===== config.mk =====
export PLATFORM = sky130hd
export DESIGN_NAME = tmr_evt_status
export DESIGN_NICKNAME = d
export VERILOG_FILES = /design/src/rtl/tmr_evt_pkg.sv /design/src/rtl/tmr_evt_hold.sv /design/src/rtl/tmr_evt_flag.sv /design/src/rtl/tmr_evt_irq.sv /design/src/rtl/tmr_evt_status.sv
export SDC_FILE = /design/constraint.sdc
export NUM_CORES = 1
export LEC_CHECK = 0
export BUFFER_PORTS_ARGS = -buffer_cell sky130_fd_sc_hd__buf_2
export CORE_ASPECT_RATIO = 1.25
export CORE_MARGIN = 5
export CORE_UTILIZATION = 29
export DETAILED_ROUTE_END_ITERATION = 7
export PLACE_DENSITY = 0.77
export SYNTH_ARGS = -nofsm -noshare
export SYNTH_HDL_FRONTEND = slang
export SYNTH_SLANG_ARGS = --single-unit

===== constraint.sdc =====
create_clock -name clk -period 1.1 [get_ports clk]
set_input_delay 0.22 -clock clk [delete_from_list [all_inputs] [get_ports clk]]
set_output_delay 0.22 -clock clk [all_outputs]
set_load 0.02 [all_outputs]

===== src/rtl/tmr_evt_pkg.sv =====
package tmr_evt_pkg;

    // Number of event flags and their bit positions in the register.
    localparam int N_EVT    = 5;
    localparam int IDX_OVF  = 0;
    localparam int IDX_CMP0 = 1;
    localparam int IDX_CMP1 = 2;
    localparam int IDX_CAP0 = 3;
    localparam int IDX_CAP1 = 4;

    typedef enum logic {
        FLG_IDLE    = 1'b0,
        FLG_PENDING = 1'b1
    } flag_state_t;

endpackage


===== src/rtl/tmr_evt_hold.sv =====
// Detects the stopped-timer compare match that blocks clearing a compare flag.
module tmr_evt_hold #(
    parameter int CNT_W = 16
) (
    input  logic             running_i,
    input  logic [CNT_W-1:0] cnt_i,
    input  logic [CNT_W-1:0] cmp_i,
    output logic             hold_o
);

    always_comb begin
        hold_o = !running_i && (cnt_i == cmp_i);
    end

endmodule


===== src/rtl/tmr_evt_flag.sv =====
// One sticky event flag: RAISE on event, ACK on an accepted clear.
module tmr_evt_flag
    import tmr_evt_pkg::*;
(
    input  logic clk,
    input  logic rst_n,
    input  logic set_i,
    input  logic clr_req_i,
    input  logic hold_i,
    output logic pending_o
);

    flag_state_t state_q;
    flag_state_t state_d;

    // State register.
    always_ff @(posedge clk or negedge rst_n) begin
        if (!rst_n) begin
            state_q <= FLG_IDLE;
        end else begin
            state_q <= state_d;
        end
    end

    // Next-state logic.
    always_comb begin
        state_d = state_q;
        unique case (state_q)
            FLG_IDLE: begin
                if (set_i) begin
                    state_d = FLG_PENDING;           // RAISE
                end
            end
            FLG_PENDING: begin
                if (clr_req_i && !set_i && !hold_i) begin
                    state_d = FLG_IDLE;              // ACK
                end
            end
            default: state_d = FLG_IDLE;
        endcase
    end

    // Output decode.
    always_comb begin
        pending_o = (state_q == FLG_PENDING);
    end

endmodule


===== src/rtl/tmr_evt_irq.sv =====
// Masked OR of the flags into one interrupt request.
module tmr_evt_irq #(
    parameter int N = 5
) (
    input  logic [N-1:0] flags_i,
    input  logic [N-1:0] en_i,
    output logic         irq_o
);

    always_comb begin
        irq_o = |(flags_i & en_i);
    end

endmodule


===== src/rtl/tmr_evt_status.sv =====
module tmr_evt_status
    import tmr_evt_pkg::*;
#(
    parameter int CNT_W  = 16,
    parameter int DATA_W = 32
) (
    input  logic              clk,
    input  logic              rst_n,
    input  logic [4:0]        evt_pulse,
    input  logic              tmr_running,
    input  logic [CNT_W-1:0]  cnt_value,
    input  logic [CNT_W-1:0]  cmp0_value,
    input  logic [CNT_W-1:0]  cmp1_value,
    input  logic              wr_en,
    input  logic [DATA_W-1:0] wr_data,
    output logic [DATA_W-1:0] rd_data,
    input  logic [4:0]        irq_en,
    output logic              irq
);

    localparam int PAD_W = DATA_W - N_EVT;

    logic [N_EVT-1:0] flags;
    logic [N_EVT-1:0] clr_req;
    logic             hold_cmp0;
    logic             hold_cmp1;
    logic             unused_wr_hi;

    assign clr_req      = wr_en ? wr_data[N_EVT-1:0] : '0;
    assign unused_wr_hi = ^wr_data[DATA_W-1:N_EVT];

    tmr_evt_hold #(.CNT_W(CNT_W)) u_hold0 (
        .running_i (tmr_running),
        .cnt_i     (cnt_value),
        .cmp_i     (cmp0_value),
        .hold_o    (hold_cmp0)
    );

    tmr_evt_hold #(.CNT_W(CNT_W)) u_hold1 (
        .running_i (tmr_running),
        .cnt_i     (cnt_value),
        .cmp_i     (cmp1_value),
        .hold_o    (hold_cmp1)
    );

    for (genvar gi = 0; gi < N_EVT; gi++) begin : g_flag
        logic hold_sel;
        if (gi == IDX_CMP0) begin : g_h0
            assign hold_sel = hold_cmp0;
        end else if (gi == IDX_CMP1) begin : g_h1
            assign hold_sel = hold_cmp1;
        end else begin : g_hn
            assign hold_sel = 1'b0;
        end

        tmr_evt_flag u_flag (
            .clk       (clk),
            .rst_n     (rst_n),
            .set_i     (evt_pulse[gi]),
            .clr_req_i (clr_req[gi]),
            .hold_i    (hold_sel),
            .pending_o (flags[gi])
        );
    end

    tmr_evt_irq #(.N(N_EVT)) u_irq (
        .flags_i (flags),
        .en_i    (irq_en),
        .irq_o   (irq)
    );

    assign rd_data = {{PAD_W{1'b0}}, flags};

endmodule


## Word-level counts from Yosys, hierarchy flattened

Index checks and enable logic that the tools add are counted.

| word-level totals | value |
|---|---|
| register bits | 5 |
| bits in writable memories | 0 |
| bits in read-only memories | 0 |
| input port bits | 94 |
| word-level logic and storage cells | 47 |
| bits in latches | 0 |
| memories kept | 0 |
| output and inout port bits | 33 |

| cells by class | value |
|---|---|
| order comparisons | 0 |
| reduce and logical (&&, ||, !) cells | 18 |
| div/mod/pow operators | 0 |
| multiplexer cells | 16 |
| add/subtract/negate cells | 0 |
| bitwise gates (word level) | 6 |
| $mul | 0 |
| shift-type cells | 0 |
| eq/ne operators | 2 |

Operators by type and width:

| operator | count |
|---|---|
| $eq A16 B16 Y1 | 2 |
| $mux W1 | 10 |
| $pmux W1 S2 | 5 |
| $logic_and A1 B1 Y1 | 9 |
| $logic_not A1 Y1 | 8 |
| $and A5 B5 Y5 | 1 |
| $mux W5 | 1 |
| $not A1 Y1 | 5 |
| $reduce_or A5 Y1 | 1 |

## Longest topological paths before layout

Gate-level depths: netlist of run 1.

| depth | value |
|---|---|
| depth in word-level cells | 6 |
| mapped depth | 4 |
| mapped depth without buffers | 4 |

## Modules after synthesis

From an unflattened synthesis of run 1, not the netlist that was laid out.

| second synthesis, totals | value |
|---|---|
| cells, all modules | 95 |
| area, all modules | 813.3 µm² |

By module, submodules not included:

| module | times used | cells an instance | area each (µm²) |
|---|---|---|---|
| tmr_evt_hold | 2 | 22 | 180.2 |
| tmr_evt_status | 1 | 33 | 237.7 |
| tmr_evt_flag | 5 | 3 | 38.8 |
| tmr_evt_irq | 1 | 3 | 21.3 |

## Worst setup path after synthesis of run 1

OpenSTA, ideal clock, no wires.

| timing | value |
|---|---|
| kind | register -> output |
| start point | register g_flag[0].u_flag.state_q |
| end point | output port irq |
| cell stages (with the launch flop) | 3 |
| slack | 28 ps |
| arrival time | 852 ps |
| buffers on the path | 0 |
| cell sequence | dfrtp_1 > a222oi_1 > nand2_1 |

| between the ends | value |
|---|---|
| word-level cells in the longest chain between the ends | 2 |

RTL lines:

| element | RTL line | text |
|---|---|---|
| start, declared | tmr_evt_flag.sv:13 | `flag_state_t state_q;` |
| start signal, assigned | tmr_evt_flag.sv:21 | `state_q <= state_d;` |
| $and A5 B5 Y5 | tmr_evt_irq.sv:11 | `irq_o = \|(flags_i & en_i);` |
| $reduce_or A5 Y1 | tmr_evt_irq.sv:11 |  |
| end, declared | tmr_evt_status.sv:18 | `output logic irq` |

No other way between the ends.

## Worst setup path after layout of run 1

Ends and elaborated chain as after synthesis.

==> results.yml, run 1 <==
outcome:
  outcome: "complete, but fails checks"
  failed_checks: "setup timing"
logic_synthesis:
  synthSimpleGateAreaFrac: 0.107
  yosys.area_share.xor_xnor: 0.342
  async_flop_share: 1.00
  synthMuxAreaShare: 0
  synth-main-ff-cell: "dfrtp_1"
  synth_edf_count: 0
  yosys.area_share.adder: 0
  yosysSeqAreaShare: 0.153
  synth_top_family_by_area: "XOR/XNOR gates"
  yosys-top-cells-area: "xor2_1 34%, buf_4 29%, dfrtp_1 15%"
  syn-cell-area_sq_um: 820
  synth.largest_area_cell: "xor2_1"
  ys_types: 13
  synth_compound_area_frac: 0.101
  synth_cells: 95
  avgSynthCellArea_sq_um: 8.63
  synthTopCellsByCount: "32 x buf_4, 32 x xor2_1, 6 x nand2_1, 6 x nor4_1, 5 x dfrtp_1"
  synth_top_area_frac: 0.342
  yosys_warnings: 0
  synth-seq-cells: 5
global_route:
  grt_start_max_net_pins: 6
  grt_pass1_vias: 906
  antenna_found_initial: 0
  grt_use_total: 0.118
  grt_pass1_wl_mm: 3.71
  grt-ovfl-total: 0
route:
  wirelength_mm: 2.46
  antenna_left: 0
  drc: 0
  vias: 857
  drtIter0Drc: 12
  via_per_inst: 4.08
  wl_per_cell_um: 11.7
  first_pass_iters: 4
clocking:
  numClockSinks: 5
  cts-buffers-inserted: 3
  ctsHtreeMaxLevel: 1
  cts_tree: "done"
  clockBufferDepth: 2
  clock_latency_ns: 0.24
  path_clk_slew_ns: 0.04
  cts_root_buf: "clkbuf_4"
critical_path:
  cp_data_required_time_ns: 0.88
  worstPathMaxFanout: 2
  crit_path_end_kind: "output pin"
  r2r_cells: 4
  timing_worst_setup_path_type: "reg2out"
  cp_data_arrival_time_ns: 1.24
  startpoint_type: "flip-flop"
floorplanning:
  start_util: 0.303
  dieArea_sq_mm: 0.00400
  fp.dieW_um: 57.5
  top_level_ports: 127
  die-height_um: 69.4
  coreArea_sq_mm: 0.00271
  fp-row-count: 21
pwr:
  p_leak_nw: 0.682
  p_sw_w: 0.000326
  p_sw_frac: 0.375
  clkPwrFrac: 0.238
  intPower_w: 0.000543
  ir_drop_mv: 0.379
  p_per_area_mw_per_mm2: 695
  power_w: 0.000869
  power.share.sequential: 0.239
  combPwrFrac: 0.523
place:
  dpl.hpwl_mm: 2.23
  portBuffers: 72
  gp_congestion: 0.672
layout:
  diodes: 0
  regArea_sq_um: 125
  multi_input_area_sq_um: 574
  fillCellCount: 287
  largest_register_ff_count: 5
  drive_above_1_share: 0.517
  areaGrowthSynthToFinish_pct: 52.5
  final_util: 0.462
  fin_nets: 271
sta:
  rsz0062_at_grt: "yes"
  min_period_over_period: 1.33
  drv_slew: 0
  setup_viol: 3
  finalCriticalPeriod_ns: 1.46
  final_hold_viol_count: 0
  max_freq_mhz: 684
  fin_ws_ns: -0.362
  finClkSkew_ns: 0
min_path:
  hold_depth: 2
  min-delay-path-class: "in2reg"
flow_run:
  maxCapViolations: 0
## power by group through the flow
stage                     clock network [W]  registers, W  logic (W)
final                              0.000207      0.000208   0.000455
after global routing               0.000227      0.000209   0.000496
after global placement                    0      0.000210   0.000413
after floorplan                           0      0.000207   0.000301
after detailed placement                  0      0.000211   0.000418
after CTS                          0.000215      0.000208   0.000451
## worst paths after layout
path                                               to                  startpoint  slack (ns)
min                        g_flag[0].u_flag.pending_o                evt_pulse[0]        0.16
max reg2reg                g_flag[1].u_flag.pending_o  g_flag[1].u_flag.pending_o       -0.03
min reg2reg                g_flag[2].u_flag.pending_o  g_flag[2].u_flag.pending_o        0.56
min in group asynchronous  g_flag[2].u_flag.pending_o                       rst_n        0.32
max in group asynchronous  g_flag[4].u_flag.pending_o                       rst_n        0.65
max                                               irq  g_flag[0].u_flag.pending_o       -0.36
## critical path: stages (launching register included)
cell	delay, ns
dfrtp_1	0.37
a222oi_1	0.35
nand2_1	0.10
buf_2	0.18
## per-layer routing
layer  track usage  wire, um  up-vias
met5             0         0        -
met4        0.0387        10        0
met3        0.0503       448        2
met2         0.217      1250       76
met1         0.114       747      354
li1              -         -      425
## cell usage in the layout, fill, tap and decap left out, drive strengths merged
cell type / n
o41ai: 2
nor3b: 2
a21o: 3
a21oi: 2
a222oi: 1
a22oi: 1
buf: 82
nand4: 2
dfrtp: 5
xor2: 32
dlygate4sd3: 1
clkbuf: 4
nor4: 6
conb: 27
nand2: 6
## through the flow
stage	TNS, ns	hold WS, ns	setup slack (ns)	cell area (sq um)	instances
final	-0.406	0.162	-0.362	1250	210
after global routing	-0.709	0.159	-0.399	1250	210
after CTS	-0.454	0.157	-0.334	1240	210
after detailed placement	-0.683	0.0385	-0.325	1150	204
after global placement	-0.531	0.0379	-0.282	1150	204
after floorplan	0	-0.0756	0.0282	917	121
## area by class of cell
| class | count | share of cell area |
|---|---|---|
| multi-input combinational | 84 | 0.459 |
| timing repair buffer | 83 | 0.385 |
| sequential | 5 | 0.100 |
| tap | 34 | 0.0340 |
| clock buffer | 4 | 0.0210 |
## logic make-up (layout without fill, tap and decap cells)
logic type / after synthesis / in the layout
other: 1 / 27
buffers and inverters: 32 / 87
DFF: 5 / 5
and+or+nand+nor: 16 / 16
xor gates and xnor gates: 32 / 32
AOI/OAI and AO/OA: 9 / 9
## repair_timing
action | 4_1_cts | 5_1_grt
setup endpoints to repair | 6 | 7
pin swaps | 1 | 0
hold buffers | 1 | 0
endpoints found under the hold margin | 5 | 0
buffers inserted | 2 | 2
resized for setup | 12 | 4
(Power assumes the default switching activity.)
==> inputs of run 2 (changes only) <==
- CORE_UTILIZATION: 29 -> 26
- PLACE_DENSITY: 0.77 -> 0.73
- SKIP_CTS_REPAIR_TIMING: default -> 1
- clock period: 1.1 -> 1.25 ns (I/O delays scaled with it)
==> run 2 against run 1 <==
  * The run still ends with setup timing left
  * Critical path type unchanged
  * Power fell by 17%
  * First-iteration DRC count grew 42%
  * Clock-buffer cell count did not move
  * Clock skew did not move
  * Routed wire length decreased by 8.1%
  * Sequential share of layout area is 0.69 points higher
  * Hold slack improved by 0.028 ns
  * Cell area shrank 6.4%
  * Core utilization decreased by 7.2 points
  * Critical endpoint unchanged
  * Non-clock buffer count down 4
  * Setup slack better by 0.15 ns
==> results.yml, run 2 (synthesized netlist as in run 1, its figures left out) <==
floorplanning:
  die-height_um: 72.8
  top_level_ports: 127
  coreArea_sq_mm: 0.00300
  start_util: 0.273
  fp.dieW_um: 60.2
  fp-row-count: 22
  dieArea_sq_mm: 0.00438
outcome:
  outcome: "complete, but fails checks"
  failed_checks: "setup timing"
place:
  dpl_cell_area_sq_mm: 0.00113
  gp_congestion: 0.713
  post-place-ws_ns: -0.195
  placed_cells: 203
  dpl.hpwl_mm: 2.11
  portBuffers: 72
global_route:
  grt_start_max_net_pins: 6
  antenna_found_initial: 0
  grt-ovfl-total: 0
  grt_pass1_wl_mm: 3.07
  grt_pass1_vias: 817
  grt_use_total: 0.0909
route:
  wl_per_cell_um: 10.9
  drtIter0Drc: 17
  via_per_inst: 4.03
  vias: 839
  wirelength_mm: 2.26
  drc: 0
  first_pass_iters: 4
  antenna_left: 0
clocking:
  clock_latency_ns: 0.24
  cts_tree: "done"
  cts-buffers-inserted: 3
  path_clk_slew_ns: 0.04
  clockBufferDepth: 2
  cts_root_buf: "clkbuf_4"
  numClockSinks: 5
  ctsHtreeMaxLevel: 1
sta:
  max_freq_mhz: 685
  rsz0062_at_grt: "yes"
  finClkSkew_ns: 0
  whs_ns: 0.191
  setup_viol: 1
  min_period_over_period: 1.17
  drv_slew: 0
  fin_ws_ns: -0.211
  final_hold_viol_count: 0
  finalCriticalPeriod_ns: 1.46
  fin_tns_setup_ns: -0.211
critical_path:
  timing_worst_setup_path_type: "reg2out"
  crit_path_end_kind: "output pin"
  startpoint_type: "flip-flop"
  r2r_slack_ns: 0.15
  cp_data_required_time_ns: 1.00
  cp_data_arrival_time_ns: 1.21
  worstPathMaxFanout: 3
min_path:
  min-delay-path-class: "in2reg"
pwr:
  p_leak_nw: 0.643
  p_per_area_mw_per_mm2: 619
  ir_drop_mv: 0.329
layout:
  fillCellCount: 340
  largest_register_ff_count: 5
  final_cells: 208
  drive_above_1_share: 0.488
  final_common_cell: "buf_2"
  diodes: 0
  fin_nets: 267
  layout_common_cells: "72 x buf_2, 32 x xor2_1, 27 x conb_1, 6 x nand2_1, 6 x buf_4"
  stdcell_area_sq_mm: 0.00117
  areaGrowthSynthToFinish_pct: 42.7
flow_run:
  maxCapViolations: 0
run 2: cell types whose count changed in the layout (fill, tap and decap cells not counted), sizes merged:
cell and delta:
buf -4
run 2: final cells by class:
type	count	area, sq um	share of cell area
tap	36	45.0	0.0385
timing repair buffer	79	415	0.355
multi-input combinational	84	558	0.477
sequential	5	125	0.107
clock buffer	4	26.3	0.0225
run 2: where the power goes:
part / internal [W] / switching, W
clock: 0.000120 / 0.0000600
combinational: 0.000157 / 0.000203
sequential: 0.000173 / 0.00000991
total: 0.000451 / 0.000273
run 2: metrics by stage:
stage | total power [W] | util
final | 0.000724 | 0.390
after global placement | 0.000539 | 0.376
after global routing | 0.000781 | 0.390
after detailed placement | 0.000542 | 0.376
after floorplan | 0.000447 | -
after CTS | 0.000732 | 0.384
run 2: critical path: stages (launching register included):
cell and delay, ns:
dfrtp_1 0.39, a222oi_1 0.35, nand2_1 0.07, buf_2 0.17
run 2: path summary, 6_finish.rpt:
kind / start / endpoint / cells after the start
setup / recovery: g_flag[3].u_flag.pending_o / irq / 3
min in group asynchronous: rst_n / g_flag[2].u_flag.pending_o / 2
hold reg to reg: g_flag[0].u_flag.pending_o / g_flag[0].u_flag.pending_o / 1
setup reg to reg: g_flag[1].u_flag.pending_o / g_flag[1].u_flag.pending_o / 3
max in group asynchronous: rst_n / g_flag[3].u_flag.pending_o / 2
hold / removal: evt_pulse[3] / g_flag[3].u_flag.pending_o / 2
run 2: routing by layer:
metal,up-vias,track usage,part of all wire
met5,-,0,0
met4,0,0.0369,0
met3,0,0.0124,0.17
met2,66,0.179,0.51
met1,357,0.0908,0.32
li1,416,-,-
==> inputs of run 3 (changes only) <==
--- a/config.mk
+++ b/config.mk
@@ -6,12 +6,14 @@
 export NUM_CORES = 1
 export LEC_CHECK = 0
+export ABC_AREA = 1
 export BUFFER_PORTS_ARGS = -buffer_cell sky130_fd_sc_hd__buf_2
 export CORE_ASPECT_RATIO = 1.25
 export CORE_MARGIN = 5
-export CORE_UTILIZATION = 26
+export CORE_UTILIZATION = 30
 export DETAILED_ROUTE_END_ITERATION = 7
-export PLACE_DENSITY = 0.73
+export PLACE_DENSITY = 0.74
 export SKIP_CTS_REPAIR_TIMING = 1
 export SYNTH_ARGS = -nofsm -noshare
 export SYNTH_HDL_FRONTEND = slang
 export SYNTH_SLANG_ARGS = --single-unit
+export TNS_END_PERCENT = 1
==> constraint.sdc (replaced) <==
create_clock -name clk -period 1.25 [get_ports clk]
set_input_delay 0.25 -clock clk [delete_from_list [all_inputs] [get_ports clk]]
set_output_delay 0.25 -clock clk [all_outputs]
set_load 0.1 [all_outputs]
==> run 3 against run 2 <==
  * The run still ends with setup timing left
  * Sequential share of layout area fell by 2.5 points
  * First-iteration DRC count rose by 5.9%
  * Sequential cell count did not move
  * Global-route usage rose by 0.98 points
  * Clock power rose by 65%
  * Critical endpoint unchanged
  * Register-to-register slack improved by 0.26 ns
  * Clock skew did not move
==> results.yml, run 3 <==
outcome:
  outcome: "complete, but fails checks"
  failed_checks: "setup timing"
sta:
  final_hold_viol_count: 0
  finalCriticalPeriod_ns: 1.46
  drv_slew: 0
  rsz0062_at_grt: "yes"
  min_period_over_period: 1.16
  max_freq_mhz: 687
  finClkSkew_ns: 0
  setup_viol: 2
  fin_tns_setup_ns: -0.210
  fin_ws_ns: -0.206
logic_synthesis:
  synth_top_area_frac: 0.292
  async_flop_share: 1.00
  synth.most_common_cell: "nand2_1"
  yosys_warnings: 0
  synthTopCellsByCount: "81 x nand2_1, 32 x buf_4, 32 x inv_1"
  synth-main-ff-cell: "dfrtp_1"
  synth-seq-cells: 5
  syn-cell-area_sq_mm: 0.00104
  avgSynthCellArea_sq_um: 5.28
  yosysSeqAreaShare: 0.120
  ys_types: 14
  synth_edf_count: 0
  yosys-top-cells-area: "nand2_1 29%, buf_4 23%, dfrtp_1 12%"
  synth.largest_area_cell: "nand2_1"
  synth_cells: 197
global_route:
  grt_pass1_vias: 1079
  use_met3: 0.0324
  gr-usage-met2: 0.202
  grt_use_total: 0.101
  use_met1: 0.0973
  grt_pass1_wl_mm: 3.94
  grt-ovfl-total: 0
  grt_start_max_net_pins: 6
  gr-max-usage-layer: "met2"
  antenna_found_initial: 0
pwr:
  p_per_area_mw_per_mm2: 860
  combPwrFrac: 0.635
  clkPwrFrac: 0.226
  p_sw_w: 0.000700
  power.share.sequential: 0.138
  p_sw_frac: 0.532
  ir_drop_mv: 0.562
  intPower_w: 0.000615
  p_leak_nw: 1.01
critical_path:
  cp-startpoint: "g_flag[1].u_flag.pending_o"
  crit_path_end_kind: "output pin"
  timing_worst_setup_path_type: "reg2out"
  critPathTopFamily: "flip-flops"
  rr_startpoint: "g_flag[1].u_flag.pending_o"
  cp_data_required_time_ns: 1.00
  r2r_slack_ns: 0.41
  worstPathMaxFanout: 2
  r2r_end: "g_flag[1].u_flag.pending_o"
  cp_cell_sequence: "nand2_1 -> nand2_2 -> a221oi_4 -> nand2_4 -> buf_12"
  r2r_cells: 4
  crit_buf_inv: 1
  startpoint_type: "flip-flop"
  slowest_delay_ns: 0.37
  path_depth: 5
  slowest_stage: "dfrtp_1"
  crit_end: "irq"
  cp_data_arrival_time_ns: 1.21
route:
  antenna_left: 0
  first_pass_iters: 4
  via_per_inst: 3.89
  vias: 1217
  wl_per_cell_um: 8.82
  drtIter0Drc: 18
  drc: 0
  wirelength_mm: 2.76
min_path:
  hold_depth: 2
  min-delay-path-class: "in2reg"
floorplanning:
  die-height_um: 75.9
  top_level_ports: 127
  fp-row-count: 24
  fp.dieW_um: 62.7
  start_util: 0.304
  dieArea_sq_mm: 0.00476
  coreArea_sq_mm: 0.00342
clocking:
  clock_latency_ns: 0.22
  cts-buffers-inserted: 3
  numClockSinks: 5
  clockBufferDepth: 2
  cts_tree: "done"
  cts_root_buf: "clkbuf_8"
  path_clk_slew_ns: 0.03
  ctsHtreeMaxLevel: 1
layout:
  largest_register_ff_count: 5
  fillCellCount: 380
  areaGrowthSynthToFinish_pct: 46.9
  diodes: 0
  final_common_cell: "nand2_1"
  final_cells: 313
  fin_nets: 369
  drive_above_1_share: 0.325
  layout_common_cells: "79 x nand2_1, 66 x buf_2, 32 x inv_1, 27 x conb_1, 21 x nor2_1"
place:
  dpl.hpwl_mm: 2.52
  gp_congestion: 0.706
  portBuffers: 72
  placed_cells: 307
flow_run:
  maxCapViolations: 0
[run 3: cell types whose count changed in the layout (fill, tap and decap cells not counted), moves of 3 or more]
cell,previous run,this run
nand2_1,6,79
inv_1,0,32
xor2_1,32,0
nor2_1,0,21
xnor2_1,0,9
buf_12,0,6
buf_2,72,66
nand3_1,0,5
nor4_1,5,0
inv_2,0,4
clkbuf_4,3,0
clkbuf_8,0,3
[run 3: how the worst min path moves through the flow]
stage | startpoint | end | slack, ns
2_1_floorplan | rst_n | g_flag[0].u_flag.pending_o | -0.05
3_3_place_gp | rst_n | g_flag[4].u_flag.pending_o | 0.07
3_5_place_dp | rst_n | g_flag[4].u_flag.pending_o | 0.07
4_1_cts | rst_n | g_flag[1].u_flag.pending_o | -0.17
5_1_grt | evt_pulse[0] | g_flag[0].u_flag.pending_o | 0.21
6_report | evt_pulse[0] | g_flag[0].u_flag.pending_o | 0.21
[run 3: cell type report]
class | instances | area (sq um) | share of cell area
clock buffer | 4 | 45.0 | 0.0295
inverter | 36 | 135 | 0.0884
multi-input combinational | 150 | 666 | 0.435
sequential | 5 | 125 | 0.0818
timing repair buffer | 79 | 509 | 0.333
tap | 39 | 48.8 | 0.0319
[run 3: power groups by stage]
stage / sequential [W] / clock (W) / combinational, W
floorplan: 0.000183 / 0 / 0.000677
CTS: 0.000180 / 0.000304 / 0.000819
finish: 0.000182 / 0.000297 / 0.000835
detailed placement: 0.000182 / 0 / 0.000818
global placement: 0.000181 / 0 / 0.000811
global route: 0.000183 / 0.000317 / 0.000890
[run 3: per-layer routing]
metal / share of wire / vias up
met5: 0 / -
met4: 0.0083 / 0
met3: 0.13 / 3
met2: 0.53 / 58
met1: 0.34 / 494
li1: - / 662
[run 3: metrics by stage]
stage / worst slack, ns / util / hold slack, ns / instance area (sq um) / power [W]
after floorplan: 0.0524 / - / -0.0456 / 1150 / 0.000860
after global placement: -0.0796 / 0.419 / 0.0665 / 1430 / 0.000992
after detailed placement: -0.0978 / 0.419 / 0.0653 / 1430 / 0.000999
after CTS: -0.334 / 0.432 / -0.169 / 1480 / 0.00130
after global routing: -0.283 / 0.447 / 0.211 / 1530 / 0.00139
final: -0.206 / 0.447 / 0.209 / 1530 / 0.00131
[run 3: logic make-up (layout without fill, tap and decap cells)]
logic type,after synthesis,count (layout),share of synthesized area
AO/OA/AOI/OAI,4,4,0.0300
XOR/XNOR,9,9,0.0757
buffers and inverters,68,119,0.361
flip-flops,5,5,0.120
other,1,27,0.00360
AND/OR/NAND/NOR,110,110,0.410
